File: src/rtl/irq_route_regfile.sv
module irq_route_regfile #(
  parameter int NPINS = 24,
  parameter logic [7:0] VERSION_ID = 8'h11,
  localparam int IW = $clog2(NPINS)
) (
  input  logic                clk,
  input  logic                rst_n,
  input  logic                bus_valid,
  input  logic                bus_write,
  input  logic [7:0]          bus_addr,
  input  logic [3:0]          bus_size,
  input  logic [31:0]         bus_wdata,
  output logic                rd_valid,
  output logic [31:0]         rd_data,
  input  logic [NPINS-1:0]    pin_request,
  input  logic [NPINS-1:0]    rirr_set,
  output logic [NPINS-1:0]    ent_mask,
  output logic [NPINS-1:0]    ent_trig,
  output logic [NPINS-1:0]    ent_pol,
  output logic [NPINS-1:0]    ent_dmode,
  output logic [8*NPINS-1:0]  ent_vector,
  output logic [3*NPINS-1:0]  ent_deliv,
  output logic [8*NPINS-1:0]  ent_dest,
  output logic [NPINS-1:0]    remote_irr,
  output logic [NPINS-1:0]    rirr_clr,
  output logic [NPINS-1:0]    svc_req,
  output logic                mask_chg_vld,
  output logic [IW-1:0]       mask_chg_pin,
  output logic                mask_chg_val
);

  localparam logic [7:0]  OFS_SEL = 8'h00;
  localparam logic [7:0]  OFS_WIN = 8'h10;
  localparam logic [31:0] IX_ID   = 32'h0;
  localparam logic [31:0] IX_VER  = 32'h1;
  localparam logic [31:0] IX_ARB  = 32'h2;
  localparam logic [31:0] IX_TBL  = 32'h10;
  localparam logic [7:0]  TOP_PIN = 8'(NPINS - 1);

  logic [31:0] sel_q;
  logic [3:0]  id_q;
  logic [7:0]  vec_q [NPINS];
  logic [2:0]  dlv_q [NPINS];
  logic [7:0]  dst_q [NPINS];
  logic [NPINS-1:0] msk_q, trg_q, pol_q, dmd_q, rirr_q;

  logic [31:0] tbl_off;
  logic [30:0] tbl_ix;
  logic        ix_ok, hi_half;
  logic [IW-1:0] ix;

  assign tbl_off = sel_q - IX_TBL;
  assign tbl_ix  = tbl_off[31:1];
  assign ix_ok   = (sel_q >= IX_TBL) && (tbl_ix < 31'(NPINS));
  assign ix      = tbl_ix[IW-1:0];
  assign hi_half = tbl_off[0];

  logic wr_ok, sel_wr, win_wr, ent_wr, lo_wr, hi_wr, id_wr, rd_req;

  assign wr_ok  = bus_valid && bus_write && (bus_size == 4'd4 || bus_size == 4'd8);
  assign sel_wr = wr_ok && bus_addr == OFS_SEL;
  assign win_wr = wr_ok && bus_addr == OFS_WIN;
  assign ent_wr = win_wr && ix_ok;
  assign lo_wr  = ent_wr && !hi_half;
  assign hi_wr  = ent_wr && hi_half;
  assign id_wr  = win_wr && sel_q == IX_ID;
  assign rd_req = bus_valid && !bus_write;

  always_ff @(posedge clk) begin
    if (!rst_n) begin
      sel_q <= '0;
      id_q  <= '0;
    end else begin
      if (sel_wr) sel_q <= bus_wdata;
      if (id_wr)  id_q  <= bus_wdata[27:24];
    end
  end

  always_ff @(posedge clk) begin
    for (int i = 0; i < NPINS; i++) begin
      if (!rst_n) begin
        vec_q[i]  <= '0;
        dlv_q[i]  <= '0;
        dst_q[i]  <= '0;
        msk_q[i]  <= 1'b1;
        trg_q[i]  <= 1'b0;
        pol_q[i]  <= 1'b0;
        dmd_q[i]  <= 1'b0;
        rirr_q[i] <= 1'b0;
      end else begin
        if (lo_wr && ix == IW'(i)) begin
          vec_q[i]  <= bus_wdata[7:0];
          dlv_q[i]  <= bus_wdata[10:8];
          dmd_q[i]  <= bus_wdata[11];
          pol_q[i]  <= bus_wdata[13];
          trg_q[i]  <= bus_wdata[15];
          msk_q[i]  <= bus_wdata[16];
          rirr_q[i] <= 1'b0;
        end else if (rirr_set[i]) begin
          rirr_q[i] <= 1'b1;
        end
        if (hi_wr && ix == IW'(i))
          dst_q[i] <= bus_wdata[31:24];
      end
    end
  end

  logic [31:0] lo_word, hi_word, win_word;

  assign lo_word = {15'b0, msk_q[ix], trg_q[ix], rirr_q[ix], pol_q[ix], 1'b0,
                    dmd_q[ix], dlv_q[ix], vec_q[ix]};
  assign hi_word = {dst_q[ix], 24'b0};

  always_comb begin
    case (sel_q)
      IX_ID, IX_ARB: win_word = {4'b0, id_q, 24'b0};
      IX_VER:        win_word = {8'b0, TOP_PIN, 8'b0, VERSION_ID};
      default:       win_word = ix_ok ? (hi_half ? hi_word : lo_word) : 32'b0;
    endcase
  end

  always_ff @(posedge clk) begin
    if (!rst_n) begin
      rd_valid <= 1'b0;
      rd_data  <= '0;
    end else begin
      rd_valid <= rd_req;
      if (rd_req)
        rd_data <= (bus_addr == OFS_SEL) ? sel_q :
                   (bus_addr == OFS_WIN) ? win_word : 32'b0;
    end
  end

  logic [NPINS-1:0] ix_hot;
  assign ix_hot = NPINS'(1) << ix;

  always_ff @(posedge clk) begin
    if (!rst_n) begin
      rirr_clr     <= '0;
      svc_req      <= '0;
      mask_chg_vld <= 1'b0;
      mask_chg_pin <= '0;
      mask_chg_val <= 1'b0;
    end else begin
      rirr_clr     <= lo_wr ? ix_hot : '0;
      svc_req      <= (ent_wr && pin_request[ix]) ? ix_hot : '0;
      mask_chg_vld <= lo_wr && (bus_wdata[16] != msk_q[ix]);
      if (lo_wr) begin
        mask_chg_pin <= ix;
        mask_chg_val <= bus_wdata[16];
      end
    end
  end

  for (genvar g = 0; g < NPINS; g++) begin : g_pub
    assign ent_vector[8*g +: 8] = vec_q[g];
    assign ent_deliv[3*g +: 3]  = dlv_q[g];
    assign ent_dest[8*g +: 8]   = dst_q[g];
  end

  assign ent_mask   = msk_q;
  assign ent_trig   = trg_q;
  assign ent_pol    = pol_q;
  assign ent_dmode  = dmd_q;
  assign remote_irr = rirr_q;

  assert_rd_timing_R2: assert property (@(posedge clk) disable iff (!rst_n)
    (bus_valid && !bus_write) |=> rd_valid);

  assert_svc_onehot_R8: assert property (@(posedge clk) disable iff (!rst_n)
    $onehot0(svc_req));

  assert_mask_event_R9: assert property (@(posedge clk) disable iff (!rst_n)
    mask_chg_vld |-> (ent_mask[mask_chg_pin] == mask_chg_val));

  assert_rirr_cleared_R7: assert property (@(posedge clk) disable iff (!rst_n)
    (|rirr_clr) |-> ((rirr_clr & remote_irr) == '0));

endmodule

File: config.mk
export PLATFORM = sky130hd
export DESIGN_NAME = irq_route_regfile
export DESIGN_NICKNAME = d
export VERILOG_FILES = /design/src/rtl/irq_route_regfile.sv
export SDC_FILE = /design/constraint.sdc
export NUM_CORES = 1
export LEC_CHECK = 0
export BUFFER_PORTS_ARGS = -buffer_cell sky130_fd_sc_hd__buf_2
export CELL_PAD_IN_SITES_DETAIL_PLACEMENT = 1
export CELL_PAD_IN_SITES_GLOBAL_PLACEMENT = 1
export CORE_AREA = 3 3 291 293
export CTS_BUF_LIST = sky130_fd_sc_hd__clkbuf_4
export CTS_CLUSTER_DIAMETER = 100
export DETAILED_ROUTE_END_ITERATION = 12
export DIE_AREA = 0 0 294 296
export PLACE_DENSITY = 0.82
export SETUP_SLACK_MARGIN = 0.15
export SLEW_MARGIN = 20
export SYNTH_ARGS = -nofsm -noshare
export SYNTH_HDL_FRONTEND = slang
export SYNTH_SLANG_ARGS = --single-unit
File: constraint.sdc
create_clock -name clk -period 7.9 [get_ports clk]
set_input_delay 1.58 -clock clk [delete_from_list [all_inputs] [get_ports clk]]
set_output_delay 1.58 -clock clk [all_outputs]
set_load 0.005 [all_outputs]
Word-level counts from Yosys, hierarchy flattened
Memories as Yosys holds them, arrays and structs flattened.
Index checks and enable logic that the tools add are counted.
{"block": "word_totals", "register_bits": 244, "wordCells": 566, "out_inout_bits": 664, "input_bits": 96, "n_memories": 3, "ramBits": 456}
{"name": "dst_q", "words": 24, "word_bits": 8, "read_ports": 25, "rd_clocked_by_memory_dff": 0, "write_ports": 24, "line": "44", "text": "logic [7:0] dst_q [NPINS];"}
{"name": "vec_q", "words": 24, "word_bits": 8, "read_ports": 25, "rd_clocked_by_memory_dff": 0, "write_ports": 24, "line": "42", "text": "logic [7:0] vec_q [NPINS];"}
{"name": "dlv_q", "words": 24, "word_bits": 3, "read_ports": 25, "rd_clocked_by_memory_dff": 0, "write_ports": 24, "line": "43", "text": "logic [2:0] dlv_q [NPINS];"}
{"block": "op_classes", "n_lt_le_gt_ge": 3, "n_reduce_logical": 93, "bitwise_logic": 73, "muxes": 234, "addsub": 1, "n_eq_ne": 29, "shift": 1}
{"op": "$mux W8", "n": 48}
{"op": "$mux W1", "n": 151}
{"op": "$mux W32", "n": 4}
{"op": "$mux W3", "n": 24}
{"op": "$or A1 B1 Y1", "n": 72}
{"op": "$pmux W32 S2", "n": 1}
{"op": "$logic_and A1 B1 Y1", "n": 60}
{"op": "$reduce_or A2 Y1", "n": 25}
{"op": "$eq A5 B4 Y1 const B", "n": 8}
{"op": "$eq A5 B5 Y1 const B", "n": 8}
{"op": "$eq A32 B1 Y1 const B", "n": 1}
{"op": "$eq A32 B2 Y1 const B", "n": 1}
{"op": "$ge A32 B5 Y1 const B", "n": 1}
{"op": "$logic_not A32 Y1", "n": 1}
{"op": "$sub A32 B5 Y32 const B", "n": 1}
{"op": "$lt A31 B5 Y1 const B", "n": 1}
{"op": "$bmux W1 S5", "n": 6}
{"op": "$shl A1 B5 Y24 const A", "n": 1}
{"op": "$eq A5 B3 Y1 const B", "n": 4}
{"op": "$eq A5 B2 Y1 const B", "n": 2}
{"op": "$eq A8 B5 Y1 const B", "n": 1}
{"op": "$logic_not A8 Y1", "n": 1}
{"op": "$lt A5 B6 Y1 const B", "n": 1}
{"op": "$eq A5 B1 Y1 const B", "n": 1}
{"op": "8 further kinds", "n": 10}

Longest topological paths before layout
{"block": "depth", "depth_word": 11, "depth_mapped": 15, "depth_no_buf": 9}

Least setup slack after synthesis
OpenSTA, ideal clock, no wires.
{"block": "synth_path", "path_type": "register -> register", "startpoint": "register sel_q[4]", "endpoint": "memory dlv_q[20][0] (enable)", "stages_incl_launch_ff": 13, "slack_ps": 3474, "required_time_ps": 7503, "synth_period_minus_slack_ps": 4426, "path_buffers": 5, "arrival_ps": 4030, "setup_time_ps": 397, "cell_sequence": "dfxtp_1 > clkbuf_1 > inv_1 > clkbuf_1 > clkbuf_1 > buf_1 > ha_1 > or4b_1 > a2111oi_2 > nand4_1 > or3_1 > clkbuf_1 > o21ai_0"}
{"item": "start: declaration", "line": "40", "text": "logic [31:0] sel_q;"}
{"item": "start signal: assignment", "line": "74", "text": "if (sel_wr) sel_q <= bus_wdata;"}
{"item": "end: declaration", "line": "43"}

==> impl_metrics.env <==
export IMPL_drt_first_pass_iters=6
export IMPL_via_count=26700
export IMPL_cts_hold_buf=0
export IMPL_grt_pass1_wl_um=208000
export IMPL_fin_crit_ns=4.66
export IMPL_gp_congestion=0.907
export IMPL_finalMaxSlewViolations=0
export IMPL_hold_ws_ns=0.454
export IMPL_wl_per_cell_um=33.2
export IMPL_die_area_um2=87000
export IMPL_cts_root_buf="clkbuf_4"
export IMPL_netlist_area_um2=30400
export IMPL_slowest_stage="nor3_4"
export IMPL_area_growth_pct=24.6
export IMPL_status="finished, final reports clean"
export IMPL_synthTopCellsByArea="edfxtp_1 (45%), dfxtp_1 (16%), mux4_2 (12%), nor2_1 (5.4%), mux2i_1 (3.5%)"
export IMPL_port_buffers=759
export IMPL_cts_tree="yes"
export IMPL_io_pins=760
export IMPL_grt_pass1_vias=27300
export IMPL_postCtsSetupRepairBufs=0
export IMPL_fin_skew_ns=0.0779
export IMPL_rsz0062_at_grt="false"
export IMPL_hold_viol_final=0
export IMPL_end_kind="flip-flop"
export IMPL_tns_ns=0
export IMPL_cts_buffer_depth=3
export IMPL_syn_nets=2597
export IMPL_setup_viol_count_final=0
export IMPL_hold_path_class="flip-flop to flip-flop"
export IMPL_stdcell_area_um2=37800
export IMPL_rows=105
export IMPL_grt_max_degree=97
export IMPL_synth_seq_cells=700
export IMPL_fillers=9053
export IMPL_worst_slew_pin_slew_ns=1.18
export IMPL_synth_flop_cell="edfxtp_1"
export IMPL_cp_num_buf_inv=1
export IMPL_globalRouteTotalUtil_pct=33.6
export IMPL_avgSynthCellArea_um2=12.2
export IMPL_post_route_period_util_pct=59.0
export IMPL_critPathLaunchType="flip-flop"
export IMPL_core_um2=82100
export IMPL_die_w_um=294
export IMPL_worst_path_largest_cell_delay_ns=0.71
export IMPL_critical_path_top_delay_family="simple AND/OR/NAND/NOR gates"
export IMPL_grt_remaining_overflow=0
export IMPL_max_freq_ghz=0.215
export IMPL_async_flop_share_pct=0
export IMPL_clkSlewWorstSetupHoldPaths_ns=0.07
export IMPL_routed_wl_um=150000
export IMPL_synth_top_cell_area_share_pct=45.1
export IMPL_powerDensity_nw_per_um2=212
export IMPL_post_dp_cell_area_um2=35300
export IMPL_peakVddDrop_v=0.000165
export IMPL_synth_edf_count=456
export IMPL_cts_sinks=700
export IMPL_critPathKind="flip-flop to flip-flop"
export IMPL_ant_nets=0
export IMPL_cp_arrival_ns=5.25
export IMPL_yosysTopAreaCell="edfxtp_1"
export IMPL_path_max_fanout=30
export IMPL_antenna_found_initial=11
export IMPL_p_leak_nw=15.1
export IMPL_nNetsFinal=3391
export IMPL_cts_resized_gates=0
export IMPL_ys_warnings_count=0
export IMPL_synthCells=2500
export IMPL_maxSlewHeadroom_pct=20.5
export IMPL_cap_violations=0
export IMPL_numCtsBuffers=187
export IMPL_via_per_inst=5.90
export IMPL_required_ns=8.49
export IMPL_drc=0
export IMPL_die_y_um=296
export IMPL_ys_types=61
export IMPL_drive_above_1_share_pct=39.4
export IMPL_dp_hpwl_um=111000
export IMPL_cp_cell_sequence="nor4_2, nand4_1, o41ai_1, nand4_1, nor3_4, buf_4, nand2_1, nand2_1"
export IMPL_start_util_pct=37.0
export IMPL_clock_latency_ns=1.06
export IMPL_htree_levels=4
export IMPL_drt_iter0_drc=2966
export IMPL_ys_seq_area_share_pct=61.1
## cell families (layout without fill, tap and decap cells)
| logic type | count (synthesis) | count (layout) | share of synthesized area, % |
|---|---|---|---|
| and+or+nand+nor | 1026 | 1026 | 15.1 |
| buffers and inverters | 239 | 1184 | 3.13 |
| DFF | 700 | 700 | 61.1 |
| other | 0 | 10 | 0 |
| xor gates and xnor gates | 5 | 5 | 0.144 |
| AOI/OAI and AO/OA | 261 | 261 | 5.09 |
| adders and majority gates | 1 | 1 | 0.0412 |
| muxes | 268 | 268 | 15.4 |
## state kept, by name, summed over array words and instances (netlist names)
register	count
ent_mask	24
ent_pol	24
vec_q	192
rd_valid	1
ent_dmode	24
rirr_clr	24
mask_chg_val	1
id_q	4
sel_q	32
svc_req	24
mask_chg_vld	1
mask_chg_pin	5
ent_trig	24
dst_q	192
remote_irr	24
dlv_q	72
rd_data	32
## power breakdown
part	internal (mW)	total, mW	switching [mW]
Clock	1.72	3.40	1.68
Combinational	0.176	0.464	0.287
Sequential	4.02	4.14	0.120
Total	5.92	8.01	2.09
## worst register-to-register path: stages, from the launching register on
cell and delay [ns]:
dfxtp_1 0.36, nor4_2 0.67, nand4_1 0.36, o41ai_1 0.43, nand4_1 0.46, nor3_4 0.71, buf_4 0.54, nand2_1 0.19
nand2_1 0.52
## path summary, 6_finish.rpt
kind / slack (ns) / depth (start not counted) / endpoint / from
worst min-delay path: 0.45 / 2 / rd_data[21] / rd_data[21]
worst max register to register: 3.24 / 8 / vec_q[7][5] / sel_q[6]
worst min register to register: 0.45 / 2 / rd_data[21] / rd_data[21]
worst max-delay path: 3.24 / 8 / vec_q[7][5] / sel_q[6]
## cells in the mapped netlist (3+ instances only)
cell,number
clkbuf_1,176
nand2_1,277
nand3_1,55
mux2_2,4
nor2_1,440
a311oi_1,5
nor3_1,51
mux2i_1,105
and3_1,146
nand3_2,3
nand4_1,7
o21ai_0,63
buf_2,32
xor2_1,5
buf_1,21
nor2b_1,6
nor4_1,6
o22ai_1,8
nand2b_1,8
o211a_1,12
a21oi_1,95
mux4_2,159
dfxtp_1,244
edfxtp_1,456
o21ai_1,28
inv_1,6
a31oi_1,8
or3_1,5
a22oi_1,14
or4_1,3
o211ai_1,13
## cell usage in the layout (no fill, tap or decap), types with 4 or more instances in the layout
master,synthesis,final
buf_2,32,758
edfxtp_1,456,456
nor2_1,440,436
clkbuf_4,0,290
nand2_1,277,277
dfxtp_1,244,240
mux4_2,159,159
and3_1,146,146
mux2i_1,105,105
a21oi_1,95,95
buf_4,2,77
nand3_1,55,53
o21ai_0,63,52
nor3_1,51,45
o21ai_1,28,29
clkinv_1,1,28
a22oi_1,14,14
o211ai_1,13,13
o211a_1,12,12
diode_2,0,10
o21ai_2,0,10
a31oi_1,8,8
nand2b_1,8,8
o22ai_1,8,8
nand4_1,7,7
clkinv_2,0,7
inv_6,0,6
inv_1,6,5
nor4_1,6,5
xor2_1,5,5
nor2b_1,6,5
nor3_2,0,5
nand3_2,3,5
a311oi_1,5,5
nor2_2,0,4
or3_1,5,4
mux2_2,4,4
clkinv_8,0,4
## metrics by stage
step | utilization (%) | setup WS [ns] | instances | power [mW]
after floorplan | - | 3.47 | 2500 | 4.32
after global placement | 43.0 | 2.89 | 4175 | 4.66
after detailed placement | 43.0 | 2.76 | 4175 | 4.67
after CTS | 46.0 | 3.13 | 4515 | 8.04
after global routing | 46.1 | 2.96 | 4521 | 8.27
final | 46.1 | 3.24 | 4525 | 8.01
## cell type report
class | count | area (um^2) | share of cell area [%]
flip-flops and latches | 700 | 18600 | 49.1
multi-input cells | 1561 | 11000 | 29.0
repair buffers | 837 | 4400 | 11.6
clock buffers | 290 | 2180 | 5.75
well taps | 1070 | 1340 | 3.54
clock inverters | 50 | 320 | 0.846
inverters | 7 | 26.3 | 0.0694
diodes | 10 | 25.0 | 0.0661
## per-layer routing
metal	vias up	track usage [%]	wire (um)
met5	-	0	48
met4	6	16.6	7970
met3	399	8.19	14700
met2	1884	57.1	74000
met1	13600	40.0	53400
li1	10800	-	-
Note: power is estimated with default switching activity, not from simulation.
